**config.mk**
```make
export PLATFORM = sky130hd
export DESIGN_NAME = prd_table_gen
export DESIGN_NICKNAME = d
export VERILOG_FILES = /design/src/rtl/prd_pkg.sv /design/src/rtl/prd_nominal.sv /design/src/rtl/prd_seg_calc.sv /design/src/rtl/prd_word_fmt.sv /design/src/rtl/prd_table_gen.sv
export SDC_FILE = /design/constraint.sdc
export NUM_CORES = 1
export LEC_CHECK = 0
export ABC_AREA = 1
export CAP_MARGIN = 20
export CORE_ASPECT_RATIO = 1.75
export CORE_MARGIN = 5
export CORE_UTILIZATION = 63
export DETAILED_ROUTE_END_ITERATION = 16
export DONT_BUFFER_PORTS = 1
export GPL_TIMING_DRIVEN = 1
export PLACE_DENSITY = 0.79
export SLEW_MARGIN = 20
export SYNTH_ARGS = -nofsm -noshare
export SYNTH_HDL_FRONTEND = slang
export SYNTH_SLANG_ARGS = --single-unit
export TNS_END_PERCENT = 30
```
**constraint.sdc**
```tcl
create_clock -name clk_i -period 10.7 [get_ports clk_i]
set_input_delay 1.605 -clock clk_i [delete_from_list [all_inputs] [get_ports clk_i]]
set_output_delay 1.605 -clock clk_i [all_outputs]
set_load 0.005 [all_outputs]
```
**src/rtl/prd_pkg.sv**
```systemverilog
package prd_pkg;
  localparam int unsigned SEG_W = 17;
  localparam logic [SEG_W-1:0] PAGE_BYTES = 17'h10000;

  typedef enum logic [2:0] {
    ST_IDLE,
    ST_ADDR,
    ST_CNT,
    ST_DONE,
    ST_ERR
  } gen_state_e;
endpackage

```
**src/rtl/prd_nominal.sv**
```systemverilog
module prd_nominal
  import prd_pkg::*;
(
  input  logic             mix_en_i,
  input  logic [6:0]       sel_i,
  input  logic [1:0]       phase_i,
  output logic [SEG_W-1:0] nominal_o
);
  logic [8:0]       short_len;
  logic [3:0]       gap_len;
  logic [SEG_W-1:0] long_len;

  assign short_len = {1'b0, sel_i, 1'b0} + 9'd2;
  assign gap_len   = {sel_i[2:0], 1'b0};
  assign long_len  = PAGE_BYTES - SEG_W'(short_len) - SEG_W'(gap_len);

  always_comb begin
    if (!mix_en_i)            nominal_o = PAGE_BYTES;
    else if (phase_i == 2'd2) nominal_o = long_len;
    else                      nominal_o = SEG_W'(short_len);
  end
endmodule

```
**src/rtl/prd_seg_calc.sv**
```systemverilog
module prd_seg_calc
  import prd_pkg::*;
#(
  parameter int unsigned CNT_W = 26
) (
  input  logic [15:0]      addr_lo_i,
  input  logic [CNT_W-1:0] rem_i,
  input  logic [SEG_W-1:0] nominal_i,
  output logic [SEG_W-1:0] len_o,
  output logic             last_o
);
  logic [SEG_W-1:0] want;
  logic [SEG_W-1:0] room;

  // clip to remaining bytes, then to the page end
  assign want   = (rem_i < CNT_W'(nominal_i)) ? rem_i[SEG_W-1:0] : nominal_i;
  assign room   = PAGE_BYTES - {1'b0, addr_lo_i};
  assign len_o  = (want > room) ? room : want;
  assign last_o = (rem_i == CNT_W'(len_o));
endmodule

```
**src/rtl/prd_word_fmt.sv**
```systemverilog
module prd_word_fmt (
  input  logic        sel_i,
  input  logic [31:0] addr_i,
  input  logic [15:0] len_i,
  input  logic        last_i,
  output logic [31:0] word_o
);
  assign word_o = sel_i ? {last_i, 15'd0, len_i} : addr_i;
endmodule

```
**src/rtl/prd_table_gen.sv**
```systemverilog
module prd_table_gen
  import prd_pkg::*;
#(
  parameter int unsigned CNT_W       = 26,
  parameter int unsigned MAX_ENTRIES = 512,
  localparam int unsigned IX_W       = $clog2(MAX_ENTRIES),
  localparam int unsigned MA_W       = IX_W + 1
) (
  input  logic             clk_i,
  input  logic             rst_ni,
  input  logic             start_i,
  input  logic [31:0]      base_addr_i,
  input  logic [CNT_W-1:0] byte_cnt_i,
  input  logic             mix_en_i,
  input  logic             fixed_en_i,
  input  logic [6:0]       mix_sel_i,
  output logic             mem_we_o,
  output logic [MA_W-1:0]  mem_addr_o,
  output logic [31:0]      mem_wdata_o,
  output logic             busy_o,
  output logic             done_o,
  output logic             err_o,
  output logic [IX_W:0]    entry_cnt_o
);
  gen_state_e       state_q, state_d;
  logic [31:0]      addr_q;
  logic [CNT_W-1:0] rem_q;
  logic [IX_W:0]    idx_q;
  logic             mix_q, fixed_q;
  logic [6:0]       sel_q;

  logic [SEG_W-1:0] nominal;
  logic [SEG_W-1:0] seg_len;
  logic             seg_last;
  logic             word_sel;
  logic             at_limit;

  assign at_limit = (idx_q == MAX_ENTRIES[IX_W:0]);

  prd_nominal u_nominal (
    .mix_en_i (mix_q),
    .sel_i    (sel_q),
    .phase_i  (idx_q[1:0]),
    .nominal_o(nominal)
  );

  prd_seg_calc #(.CNT_W(CNT_W)) u_seg_calc (
    .addr_lo_i(addr_q[15:0]),
    .rem_i    (rem_q),
    .nominal_i(nominal),
    .len_o    (seg_len),
    .last_o   (seg_last)
  );

  prd_word_fmt u_word_fmt (
    .sel_i (word_sel),
    .addr_i(addr_q),
    .len_i (seg_len[15:0]),
    .last_i(seg_last),
    .word_o(mem_wdata_o)
  );

  always_comb begin
    state_d  = state_q;
    mem_we_o = 1'b0;
    word_sel = 1'b0;
    unique case (state_q)
      ST_IDLE: if (start_i) state_d = ST_ADDR;
      ST_ADDR: begin
        if (rem_q == '0)   state_d = ST_DONE;
        else if (at_limit) state_d = ST_ERR;
        else begin
          mem_we_o = 1'b1;
          state_d  = ST_CNT;
        end
      end
      ST_CNT: begin
        mem_we_o = 1'b1;
        word_sel = 1'b1;
        state_d  = ST_ADDR;
      end
      ST_DONE, ST_ERR: state_d = ST_IDLE;
      default: state_d = ST_IDLE;
    endcase
  end

  always_ff @(posedge clk_i or negedge rst_ni) begin
    if (!rst_ni) begin
      state_q <= ST_IDLE;
      addr_q  <= '0;
      rem_q   <= '0;
      idx_q   <= '0;
      mix_q   <= 1'b0;
      fixed_q <= 1'b0;
      sel_q   <= '0;
    end else begin
      state_q <= state_d;
      if (state_q == ST_IDLE && start_i) begin
        addr_q  <= base_addr_i & ~32'd1;
        rem_q   <= byte_cnt_i;
        idx_q   <= '0;
        mix_q   <= mix_en_i;
        fixed_q <= fixed_en_i;
        sel_q   <= mix_sel_i;
      end else if (state_q == ST_CNT) begin
        rem_q <= rem_q - CNT_W'(seg_len);
        idx_q <= idx_q + 1'b1;
        if (!fixed_q) addr_q <= addr_q + 32'(seg_len);
      end
    end
  end

  assign mem_addr_o  = {idx_q[IX_W-1:0], word_sel};
  assign busy_o      = (state_q != ST_IDLE);
  assign done_o      = (state_q == ST_DONE);
  assign err_o       = (state_q == ST_ERR);
  assign entry_cnt_o = idx_q;
endmodule

```
After elaboration in Yosys (flattened, before gate mapping)
Cells that the tools add are included.

$add $sub $neg: 7. Multipliers: 0. Div/mod/pow operators: 0. Order comparisons: 2. Equality and inequality tests: 9. Shift operators: 0. Multiplexer cells: 20. Bitwise logic cells: 0. Reduce and logical (&&, ||, !) cells: 6.

Operators by type and width (number): two-way mux 32 bit (4); two-way mux 17 bit (4); two-way mux 26 bit (2); adder 32 x 17 -> 32 bit (1); == test 26 x 17 -> 1 bit (1); zero test 26 bit (1); less-than comparator 26 x 17 -> 1 bit (1); subtractor 26 x 17 -> 26 bit (1); two-way mux 10 bit (2); > comparator 17 bit (1); subtractor 17 x 16 -> 17 bit, first input constant (1); subtractor 17 x 4 -> 17 bit (1); subtractor 17 x 9 -> 17 bit, first input constant (1); adder 10 x 1 -> 10 bit, second input constant (1); == test 10 bit, second input constant (1); adder 8 x 2 -> 9 bit, second input constant (1); two-way mux 3 bit (3); case mux 3 bit (3 select lines) (1); == test 3 x 2 -> 1 bit, second input constant (2); == test 3 x 1 -> 1 bit, second input constant (1); == test 3 bit, second input constant (1); zero test 3 bit (1); two-way mux 1 bit (3); nonzero test 3 bit (1); other kinds (7) (7).

Flip-flop bits (word level): 80. Bits in latches: 0. Bits in writable memories: 0. Bits in read-only memories: 0. Input port bits: 70. Output and inout port bits: 56. Logic and storage cells: 51. Memories kept: 0.

Longest topological paths before layout
Gate-level depths: netlist of run 1.

Depth in word-level cells: 13. Mapped depth: 53. Gate-level depth less buffers: 53.

Modules after synthesis
From an unflattened synthesis of run 1, not the netlist that was laid out.

Cell total of the unflattened synthesis: 1841. Area, all modules: 10598.9 um^2.

Modules (own cells, without submodules): prd_table_gen (times used 1, cells each 1154, area each 7074.3 um^2, seq. area each 2001.9 um^2); prd_seg_calc (times used 1, cells each 459, area each 2393.5 um^2, seq. area each 0.0 um^2); prd_nominal (times used 1, cells each 141, area each 769.5 um^2, seq. area each 0.0 um^2); prd_word_fmt (times used 1, cells each 87, area each 361.6 um^2, seq. area each 0.0 um^2).

Worst setup path after synthesis of run 1
No wires, ideal clock.

Path type: register to output. Start: register sel_q[1]. End: output mem_wdata_o[31]. Arrival: 5857 ps. Required time: 9095 ps. Slack: 3238 ps. Stages on the path, launching flop included: 45. Path buffers: 2. Path through: dfrtp_1 -> ha_1 -> inv_1 -> ha_1 -> xor2_1 -> fa_1 -> nand2_1 -> nand2_1 -> nand2_1 -> nand2_1 -> nand3_4 -> nand3_1 -> nand3_1 -> nand2_1 -> ha_1 -> nand2_1 -> nor2_1 -> nand3_1 -> (+9 left out) -> o21ai_1 -> o211ai_1 -> nand2_1 -> nand3_1 -> nand2_1 -> buf_2 -> o211ai_2 -> nand2_2 -> inv_1 -> ha_1 -> nand2_1 -> nor2_1 -> inv_1 -> nor2_1 -> inv_1 -> nor4_1 -> nand4_1 -> o21ai_0.

Word-level cells in the longest chain between the ends: 11.

Ends and longest elaborated chain: start: declaration (RTL line prd_table_gen.sv:30) `logic [6:0] sel_q;`; start signal: assignment (RTL line prd_table_gen.sv:104) `sel_q <= mix_sel_i;`; adder 8 x 2 -> 9 bit (RTL line prd_nominal.sv:13) `assign short_len = {1'b0, sel_i, 1'b0} + 9'd2;`; subtractor 17 x 9 -> 17 bit (RTL line prd_nominal.sv:15) `assign long_len = PAGE_BYTES - SEG_W'(short_len) - SEG_W'(gap_len);`; subtractor 17 x 4 -> 17 bit (RTL line prd_nominal.sv:15); two-way mux 17 bit * (RTL line prd_nominal.sv:19) `else if (phase_i == 2'd2) nominal_o = long_len;`; two-way mux 17 bit * (RTL line prd_nominal.sv:18) `if (!mix_en_i) nominal_o = PAGE_BYTES;`; less-than comparator 26 x 17 -> 1 bit (RTL line prd_seg_calc.sv:16) `assign want = (rem_i < CNT_W'(nominal_i)) ? rem_i[SEG_W-1:0] : nominal_i;`; two-way mux 17 bit * (RTL line prd_seg_calc.sv:16); > comparator 17 bit (RTL line prd_seg_calc.sv:18) `assign len_o = (want > room) ? room : want;`; two-way mux 17 bit * (RTL line prd_seg_calc.sv:18); == test 26 x 17 -> 1 bit * (RTL line prd_seg_calc.sv:19) `assign last_o = (rem_i == CNT_W'(len_o));`; two-way mux 32 bit * (RTL line prd_word_fmt.sv:8) `assign word_o = sel_i ? {last_i, 15'd0, len_i} : addr_i;`; end: declaration (RTL line prd_table_gen.sv:19) `output logic [31:0] mem_wdata_o,`.

Mark *: on every way between the ends. The rest lies on a longest branch, timed or not.

Final worst setup path of run 1
Start: register sel_q[0]. End: output mem_wdata_o[31].

Same word-level chain as after synthesis.

==> results.md, run 1 <==
* Outcome: complete, no violations
* Die height at 166.9 µm
* Number of global-route vias before repair at 9179
* Via density at 6.034
* DP Worst Slack at 1.095 ns
* Clock Latency Late Sink at 0.35 ns
* CTS Hold Buffers Added at 0
* Cell area after synthesis at 8864 µm²
* Largest stage delay on the critical path at 0.59 ns
* Hold path depth at 2
* Initial Util at 64.06%
* Fin crit period at 10.02 ns
* Cell taking the most area after synthesis: dfrtp_1
* RSZ-0062 raised after global routing: false
* Ant diodes at 0
* DR pass1 iterations at 6
* Die X at 99.67 µm
* Row count at 57
* Setup WS post-layout at 0.6798 ns
* Clk root buf: clkbuf_16
* Worst path required time at 9.10 ns
* GRT overflow at 0
* CTS tree: yes
* Least-Margin Pin Slew at 0.8726 ns
* Initial antenna violation count at 0
* Warnings, synthesis at 0
* DRT iter0 DRCs at 455
* RR Startpoint: sel_q[0]
* Post-synth top cells: nand2_1, inv_1, nor2_1
* Cell variety after synth at 54
* DP Area at 8910 µm²
* Die Area at 16640 µm²
* Dpl hpwl at 22.29 mm
* Top cell by count, worst path: nand2_1
* GRT Util Overall at 34.73%
* Critical path origin: sel_q[0]
* Top_reg_cell synth: dfrtp_1
* Maxcap violations at 0
* Asr flop ratio synth at 100.0%
* Relative slew margins at 41.77%
* Reg2Reg Depth at 47
* Bufs on Longest Clock Path at 2
* DR WL met3 at 1.192 mm
* Hold WC Path Type: flop to flop
* Slowest CP cell: dfrtp_1
* Nets at 1495
* Area delta synth->final at 4.122%
* Mapped Avg Cell Area at 6.441 µm²
* Core ar. at 13840 µm²
* Reg2reg end: rem_q[20]
* Met2 Routed Length at 15.11 mm
* Clock sink count at 80
* Layout cells sized above 1 at 7.846%
* Seq/Total Area, Yosys at 22.59%
* CP startpoint kind: flop
* Routed via count at 9220
* Setup-failing EPs final at 0
* Post-synth top area share at 22.59%
* Crit path DAT at 8.42 ns
* Number of buffers added on ports at 0
* Final Skew at 0.01134 ns
* Hold Path Origin: fixed_q
* Drt total wl at 28.65 mm
* Max-slew violations at 0
* Worst setup endpoint: mem_wdata_o[31]
* Fin crit share at 93.65%
* FF+latch count, synth at 80
* M1 WL at 10.01 mm
* Fmax at 0.09980 GHz
* Clk pin slew, worst setup/hold paths at 0.06 ns
* Drt wl/cell at 18.75 µm
* First-pass GRT wire length at 45.73 mm
* Top-count cell post-synth: nand2_1
* DRC at 0
* Crit Path Class: flop to output pin
* Syn_nets at 1525
* Crit path capture type: output pin
* Final cell area excluding filler cells at 9229 µm²
* Top cells by area, synth: dfrtp_1, nand2_1, ha_1
* Post-Synthesis Cells at 1376
* Critical Path Fanout Max at 23
* Post-route ant nets at 0
* Largest net degree at the start of global routing at 81
* R2R setup slack at 1.94 ns
* Total CTS buffers at 9
* Post-synth EDFFs at 0
* I/O Pins at 126
* Fin Setup TNS at 0 ns
* H-tree Lvls at 3
* GPL Wtd Cong at 0.9867
* Final Hold Vio Count at 0
* DR top layer: met4
## through the flow
stage	hold WS [ns]	utilization (%)	std cells
2_1_floorplan	0.4434	-	1376
3_3_place_gp	0.4586	64.36	1511
3_5_place_dp	0.4595	64.40	1512
4_1_cts	0.4781	66.67	1528
5_1_grt	0.5015	66.70	1528
6_report	0.4772	66.70	1528
## routing by layer
metal,up-vias,global-route usage (%)
met3,127,4.939
met1,4268,34.71
met2,313,62.75
met4,0,26.52
met5,-,0
li1,4512,-
## worst min-delay path by stage
stage / endpoint / slack (ns)
4_1_cts: fixed_q / 0.48
6_report: fixed_q / 0.48
2_1_floorplan: fixed_q / 0.44
5_1_grt: fixed_q / 0.50
3_3_place_gp: fixed_q / 0.46
3_5_place_dp: fixed_q / 0.46
## final cells by class
| cell class | instances | area, µm² |
|---|---|---|
| multi-input cells | 1077 | 6000 |
| fillers | 1338 | 4607 |
| flip-flops and latches | 80 | 2002 |
| inverters | 171 | 641.9 |
| clock buffers | 11 | 232.7 |
| well taps | 177 | 221.5 |
| clock inverters | 5 | 81.33 |
| repair buffers | 7 | 50.05 |
## cells in the final DEF, fill, tap and decap left out, types with 3 or more instances in the layout
master and instances:
o221ai_1 6, o21ai_2 13, nand4_1 27, a21o_1 4
clkbuf_16 9, inv_2 13, nand2_2 14, nand3_2 8
nor4_1 10, dfrtp_1 80, nand3b_1 3, nor2_1 133
nor2_4 3, or2_2 10, nand3_1 82, xnor2_1 8
fa_1 3, a31oi_1 5, ha_1 76, xor2_1 23
o21ai_0 95, inv_1 158, o22ai_1 12, nand3_4 3
buf_4 6, o21ai_1 14, nor3_1 22, o211ai_1 18
a21oi_1 85, nand2_4 7, o211ai_2 3, nor2_2 4
o21a_1 4, nand2_1 360
## worst max-delay path: cells and delay by family, from the launching register on
kind	cells	cell delay [ns]
adder cells (fa/ha/maj)	6	2.00
buffers and inverters	6	0.92
XOR/XNOR	1	0.21
flip-flops	1	0.59
AO/OA/AOI/OAI	3	0.43
AND/OR/NAND/NOR	26	3.91
## sequential cells by signal, summed over array words and instances, names as in the netlist
name	cells
addr_q	32
mix_q	1
sel_q	7
entry_cnt_o	10
rem_q	26
state_q	3
fixed_q	1
## cell families after synthesis
group	Yosys count	share of synthesized area (%)
adder cells (fa/ha/maj)	79	11.41
XOR/XNOR	31	3.063
AO/OA/AOI/OAI	272	18.10
buffers and inverters	219	10.01
flip-flops	80	22.59
AND/OR/NAND/NOR	695	34.84
## repair_timing
item | CTS | global route
buffers inserted | 0 | 0
hold endpoints to repair | 0 | 0
setup endpoints to repair | 0 | 1
gates resized for setup | 0 | 1
Power of run 1 is left out: the tool's default activity adds up to more than one toggle a clock period on the data nets, which glitch-free logic cannot reach.
==> run 2, diff against run 1 <==
--- a/config.mk
+++ b/config.mk
@@ -6,14 +6,14 @@
 export NUM_CORES = 1
 export LEC_CHECK = 0
 export ABC_AREA = 1
+export BUFFER_PORTS_ARGS = -buffer_cell sky130_fd_sc_hd__buf_2
 export CAP_MARGIN = 20
 export CORE_ASPECT_RATIO = 1.75
 export CORE_MARGIN = 5
-export CORE_UTILIZATION = 63
+export CORE_UTILIZATION = 60
 export DETAILED_ROUTE_END_ITERATION = 16
-export DONT_BUFFER_PORTS = 1
 export GPL_TIMING_DRIVEN = 1
-export PLACE_DENSITY = 0.79
+export PLACE_DENSITY = 0.83
 export SLEW_MARGIN = 20
 export SYNTH_ARGS = -nofsm -noshare
 export SYNTH_HDL_FRONTEND = slang
==> run 2 against run 1 <==
Effect of this change:
- final cell count rose by 8.4%
- routed wire length fell by 0.63%
- critical path depth is 4 higher
- flip-flop and latch count is the same
- fmax up 1.8%
- global-route usage down 1.0 points
- via count rose by 5.1%
- clock-buffer cell count decreased by 1
- sequential share of layout area decreased by 1.5 points
==> results.md, run 2 (same netlist as run 1, synthesis figures left out) <==
* H-tree Lvls at 3
* Commonest non-fill, non-tap cell in the layout: nand2_1
* DR pass1 iterations at 5
* Drt wl/cell at 17.18 µm
* Fin Setup TNS at 0 ns
* Commonest cells after routing, fill and taps aside: nand2_1, inv_1, nor2_1
* Clock Latency Late Sink at 0.35 ns
* Setup-failing EPs final at 0
* GPL Wtd Cong at 0.9701
* CP startpoint kind: flop
* Final Skew at 0.007947 ns
* RSZ-0062 raised after global routing: false
* Critical Path Fanout Max at 14
* Nets at 1621
* Number of buffers added on ports at 124
* Fin crit share at 91.95%
* Ant diodes at 0
* Outcome: complete, no violations
* DRT iter0 DRCs at 532
* Drt total wl at 28.47 mm
* Relative slew margins at 37.22%
* Crit path DAT at 8.23 ns
* GRT Util Overall at 33.70%
* Routed via count at 9691
* Initial Util at 61.38%
* Bufs on Longest Clock Path at 2
* First-pass GRT wire length at 46.16 mm
* Row count at 58
* RR Startpoint: sel_q[0]
* Clk pin slew, worst setup/hold paths at 0.07 ns
* Reg2Reg Depth at 50
* Largest stage delay on the critical path at 0.58 ns
* GRT overflow at 0
* Largest net degree at the start of global routing at 75
* Crit path capture type: output pin
* Die height at 170.8 µm
* Fillers at 1379
* Maxcap violations at 0
* Final Hold Vio Count at 0
* Number of global-route vias before repair at 9744
* Die Area at 17400 µm²
* Dpl hpwl at 22.60 mm
* Total CTS buffers at 9
* Post-route ant nets at 0
* Crit Path Class: flop to output pin
* Hold path depth at 2
* Most flops, register: addr_q
* Max-slew violations at 0
* Initial antenna violation count at 0
* CTS tree: yes
* Die X at 101.9 µm
* Fin crit period at 9.839 ns
* Hold Path Origin: fixed_q
* Post-CTS setup repair buffer count at 0
* Worst path required time at 9.10 ns
* Clock sink count at 80
* Area delta synth->final at 11.70%
* Fmax at 0.1016 GHz
* I/O Pins at 126
* Slowest CP cell: dfrtp_1
* Critical path origin: sel_q[0]
* Resized cells post-CTS at 0
* Core ar. at 14440 µm²
* Layout cells sized above 1 at 15.84%
* Via density at 5.849
* Least-Margin Pin Slew at 0.9395 ns
* Top cell by count, worst path: nand2_1
* Max FFs per register at 32
* Clk root buf: clkbuf_16
* CTS Hold Buffers Added at 0
* Hold WC Path Type: flop to flop
* DRC at 0
## run 2: cell count changes in the layout (fill, tap and decap cells not counted), sizes merged
cell / previous run / this run
buf: 7 / 133
clkinv: 2 / 1
inv: 171 / 172
bufinv: 2 / 3
clkbuf: 11 / 10
## run 2: final timing paths
| kind | endpoint | slack, ns |
|---|---|---|
| setup / recovery | mem_wdata_o[31] | 0.86 |
| hold / removal | fixed_q | 0.48 |
| setup reg to reg | rem_q[20] | 2.06 |
| hold reg to reg | fixed_q | 0.48 |
| max in group asynchronous | addr_q[27] | 8.41 |
| min in group asynchronous | entry_cnt_o[7] | 1.17 |
## run 2: cell type report
| class | count | area [µm²] | area share, % |
|---|---|---|---|
| multi-input combinational | 1077 | 5987 | 60.47 |
| sequential | 80 | 2002 | 20.22 |
| timing repair buffer | 133 | 690.7 | 6.976 |
| inverter | 171 | 641.9 | 6.483 |
| clock buffer | 10 | 239.0 | 2.414 |
| tap | 180 | 225.2 | 2.275 |
| clock inverter | 6 | 115.1 | 1.163 |
## run 2: critical path, delay by kind of cell (launching register included)
kind / cells / cell delay, ns
XOR/XNOR: 1 / 0.21
adder cells (fa/ha/maj): 6 / 1.94
AND/OR/NAND/NOR: 27 / 3.55
AO/OA/AOI/OAI: 4 / 0.44
flip-flops: 1 / 0.58
buffers and inverters: 8 / 1.14
## run 2: per-layer routing
layer  GRT usage, %  share of wire [%]  vias to the layer above
met3          4.039                4.4                      128
li1               -                  -                     4760
met1          34.29                 35                     4452
met2          61.69                 53                      351
met4          24.33                7.8                        0
met5              0                  0                        -
## run 2: stage by stage
stage / setup slack, ns / cells / hold WS [ns] / util [%] / area [µm²]
CTS: 0.8529 / 1657 / 0.4831 / 68.56 / 9901
global route: 0.02386 / 1657 / 0.5030 / 68.56 / 9901
global placement: 1.425 / 1641 / 0.4630 / 66.11 / 9547
detailed placement: 1.253 / 1641 / 0.4674 / 66.11 / 9547
floorplan: 3.238 / 1376 / 0.4434 / - / 8864
finish: 0.8611 / 1657 / 0.4824 / 68.56 / 9901
Power of run 2 is left out for the same reason.
==> run 3, diff against run 2 <==
--- a/config.mk
+++ b/config.mk
@@ -5,15 +5,13 @@
 export SDC_FILE = /design/constraint.sdc
 export NUM_CORES = 1
 export LEC_CHECK = 0
-export ABC_AREA = 1
 export BUFFER_PORTS_ARGS = -buffer_cell sky130_fd_sc_hd__buf_2
 export CAP_MARGIN = 20
 export CORE_ASPECT_RATIO = 1.75
-export CORE_MARGIN = 5
 export CORE_UTILIZATION = 60
 export DETAILED_ROUTE_END_ITERATION = 16
 export GPL_TIMING_DRIVEN = 1
-export PLACE_DENSITY = 0.83
+export PLACE_DENSITY = 0.84
 export SLEW_MARGIN = 20
 export SYNTH_ARGS = -nofsm -noshare
 export SYNTH_HDL_FRONTEND = slang
==> run 3 against run 2 <==
Effect of this change:
- setup slack got worse by 0.34 ns
- sequential share of layout area up 2.2 points
- hold slack improved by 0.014 ns
- critical path depth fell by 18
- final cell count fell by 22%
- critical path type unchanged
- largest cell class unchanged
- highest routed layer unchanged
==> results.md, run 3 <==
* Initial antenna violation count at 0
* Ant diodes at 0
* Via density at 6.174
* Clk pin slew, worst setup/hold paths at 0.06 ns
* Post-route ant nets at 0
* Relative slew margins at 29.62%
* Post-synth top area share at 25.09%
* Initial Util at 61.68%
* Row count at 55
* Post-synth top cells: nand2_1, dfrtp_1, o21ai_0
* GRT overflow at 0
* Crit path DAT at 8.57 ns
* Least-Margin Pin Slew at 1.052 ns
* Area delta synth->final at 11.90%
* Most flops, register: addr_q
* Mapped Avg Cell Area at 7.801 µm²
* Outcome: complete, no violations
* Reg2Reg Depth at 32
* Critical Path Fanout Max at 21
* Worst path required time at 9.10 ns
* H-tree Lvls at 3
* CP startpoint kind: flop
* Setup-failing EPs final at 0
* Total CTS buffers at 9
* Post-Synthesis Cells at 1023
* Dpl hpwl at 16.26 mm
* Core ar. at 12940 µm²
* Fmax at 0.09825 GHz
* FF+latch count, synth at 80
* Reg2reg end: addr_q[20]
* Die Area at 13780 µm²
* Cell variety after synth at 71
* Bufs on Longest Clock Path at 2
* DRC at 0
* RSZ-0062 raised after global routing: false
* Drt total wl at 22.02 mm
* Largest net degree at the start of global routing at 75
* Fin crit share at 95.13%
* Syn_nets at 1172
* Final Skew at 0.009596 ns
* GPL Wtd Cong at 0.9451
* Die X at 89.18 µm
* Slowest CP cell: nor4_1
* Fillers at 1167
* GRT Util Overall at 33.52%
* Routed via count at 7964
* I/O Pins at 126
* Seq/Total Area, Yosys at 25.09%
* Top cell by count, worst path: ha_1
* Clock Latency Late Sink at 0.35 ns
* Critical path origin: sel_q[1]
* Top_reg_cell synth: dfrtp_1
* Fin crit period at 10.18 ns
* Post-synth EDFFs at 0
* Max FFs per register at 32
* Number of global-route vias before repair at 7898
* Crit path capture type: output pin
* Top cells by area, synth: dfrtp_1, ha_1, nand2_1
* CTS Hold Buffers Added at 0
* Multi-input gate area at 5517 µm²
* Max-slew violations at 0
* Cell taking the most area after synthesis: dfrtp_1
* Largest stage delay on the critical path at 0.58 ns
* First-pass GRT wire length at 35.96 mm
* Asr flop ratio synth at 100.0%
* DRT iter0 DRCs at 531
* Clock sink count at 80
* Clk root buf: clkbuf_16
* R2R setup slack at 1.42 ns
* Number of buffers added on ports at 124
* Commonest non-fill, non-tap cell in the layout: nand2_1
* Storage element area at 2002 µm²
* Drt wl/cell at 17.07 µm
* Final Hold Vio Count at 0
* Fin Setup TNS at 0 ns
* Cell area after synthesis at 7980 µm²
* RR Startpoint: sel_q[1]
* Warnings, synthesis at 0
* CTS tree: yes
* Worst setup endpoint: mem_wdata_o[31]
* Commonest cells after routing, fill and taps aside: nand2_1, buf_2, dfrtp_1
* Nets at 1263
* DR pass1 iterations at 6
* Crit Path Class: flop to output pin
* Top-count cell post-synth: nand2_1
* Die height at 154.6 µm
* Layout cells sized above 1 at 16.26%
* Maxcap violations at 0
* Hold WC Path Type: flop to flop
## run 3: cell count changes in the layout (fill, tap and decap cells not counted), sizes merged, moves of 43 or more
cell | previous run | this run
inv | 172 | 48
nand2 | 381 | 145
nand3 | 93 | 27
nor2 | 140 | 76
o21ai | 123 | 80
## run 3: how the worst min path moves through the flow
stage               slack (ns)          to  depth (start not counted)  startpoint
floorplan                 0.45   rem_q[21]                          1   rem_q[21]
global placement          0.47   rem_q[21]                          1   rem_q[21]
detailed placement        0.48   rem_q[21]                          1   rem_q[21]
CTS                       0.50  addr_q[28]                          1  addr_q[28]
global route              0.54   rem_q[21]                          1   rem_q[21]
finish                    0.50  addr_q[28]                          1  addr_q[28]
## run 3: per-layer routing
layer / track usage, % / wire length, µm / up-vias / part of all wire [%]
li1: - / - / 3839 / -
met1: 35.14 / 8197 / 3755 / 37
met2: 59.51 / 11440 / 267 / 52
met3: 4.162 / 838 / 103 / 3.8
met4: 23.89 / 1543 / 0 / 7.0
met5: 0 / 0 / - / 0
## run 3: cell families (layout without fill, tap and decap cells)
kind of cell,Yosys count,in the layout,synth area share (%)
compound gates,282,282,22.39
xor+xnor,74,74,8.216
fa+ha+maj,79,79,12.67
buf+inv,103,199,5.848
flops,80,80,25.09
mux,14,14,1.882
simple gates,391,391,23.91
## run 3: critical path: cells and delay by family (launching register included)
kind	cells	cell delay (ns)
fa+ha+maj	6	1.98
xor+xnor	1	0.20
buf+inv	4	0.49
simple gates	10	2.81
compound gates	7	2.19
flops	1	0.53
## run 3: timing repair
| item | CTS | global route |
|---|---|---|
| endpoints found under the hold margin | 0 | 0 |
| setup buffers | 0 | 5 |
| gates resized for setup | 0 | 1 |
| setup endpoints to repair | 0 | 1 |
## run 3: layout make-up
cell class                      count  share of cell area [%]
Sequential cell                    80                   22.42
Inverter                           46                   1.934
Clock buffer                       10                   2.676
Timing Repair Buffer              137                   8.211
Multi-Input combinational cell    840                   61.78
Tap cell                          171                   2.396
Clock inverter                      6                  0.5885
## run 3: per-stage QoR
step                      area (µm²)  util [%]  std cells  hold WS [ns]  setup slack, ns
after floorplan                 7980         -       1023        0.4488            2.428
after global placement          8587     66.37       1269        0.4690           0.8992
final                           8930     69.02       1290        0.4967           0.5215
after detailed placement        8587     66.37       1269        0.4832           0.7553
after CTS                       8879     68.63       1285        0.4973           0.3483
after global routing            8930     69.02       1290        0.5392          0.01361
Power of run 3 is left out for the same reason.
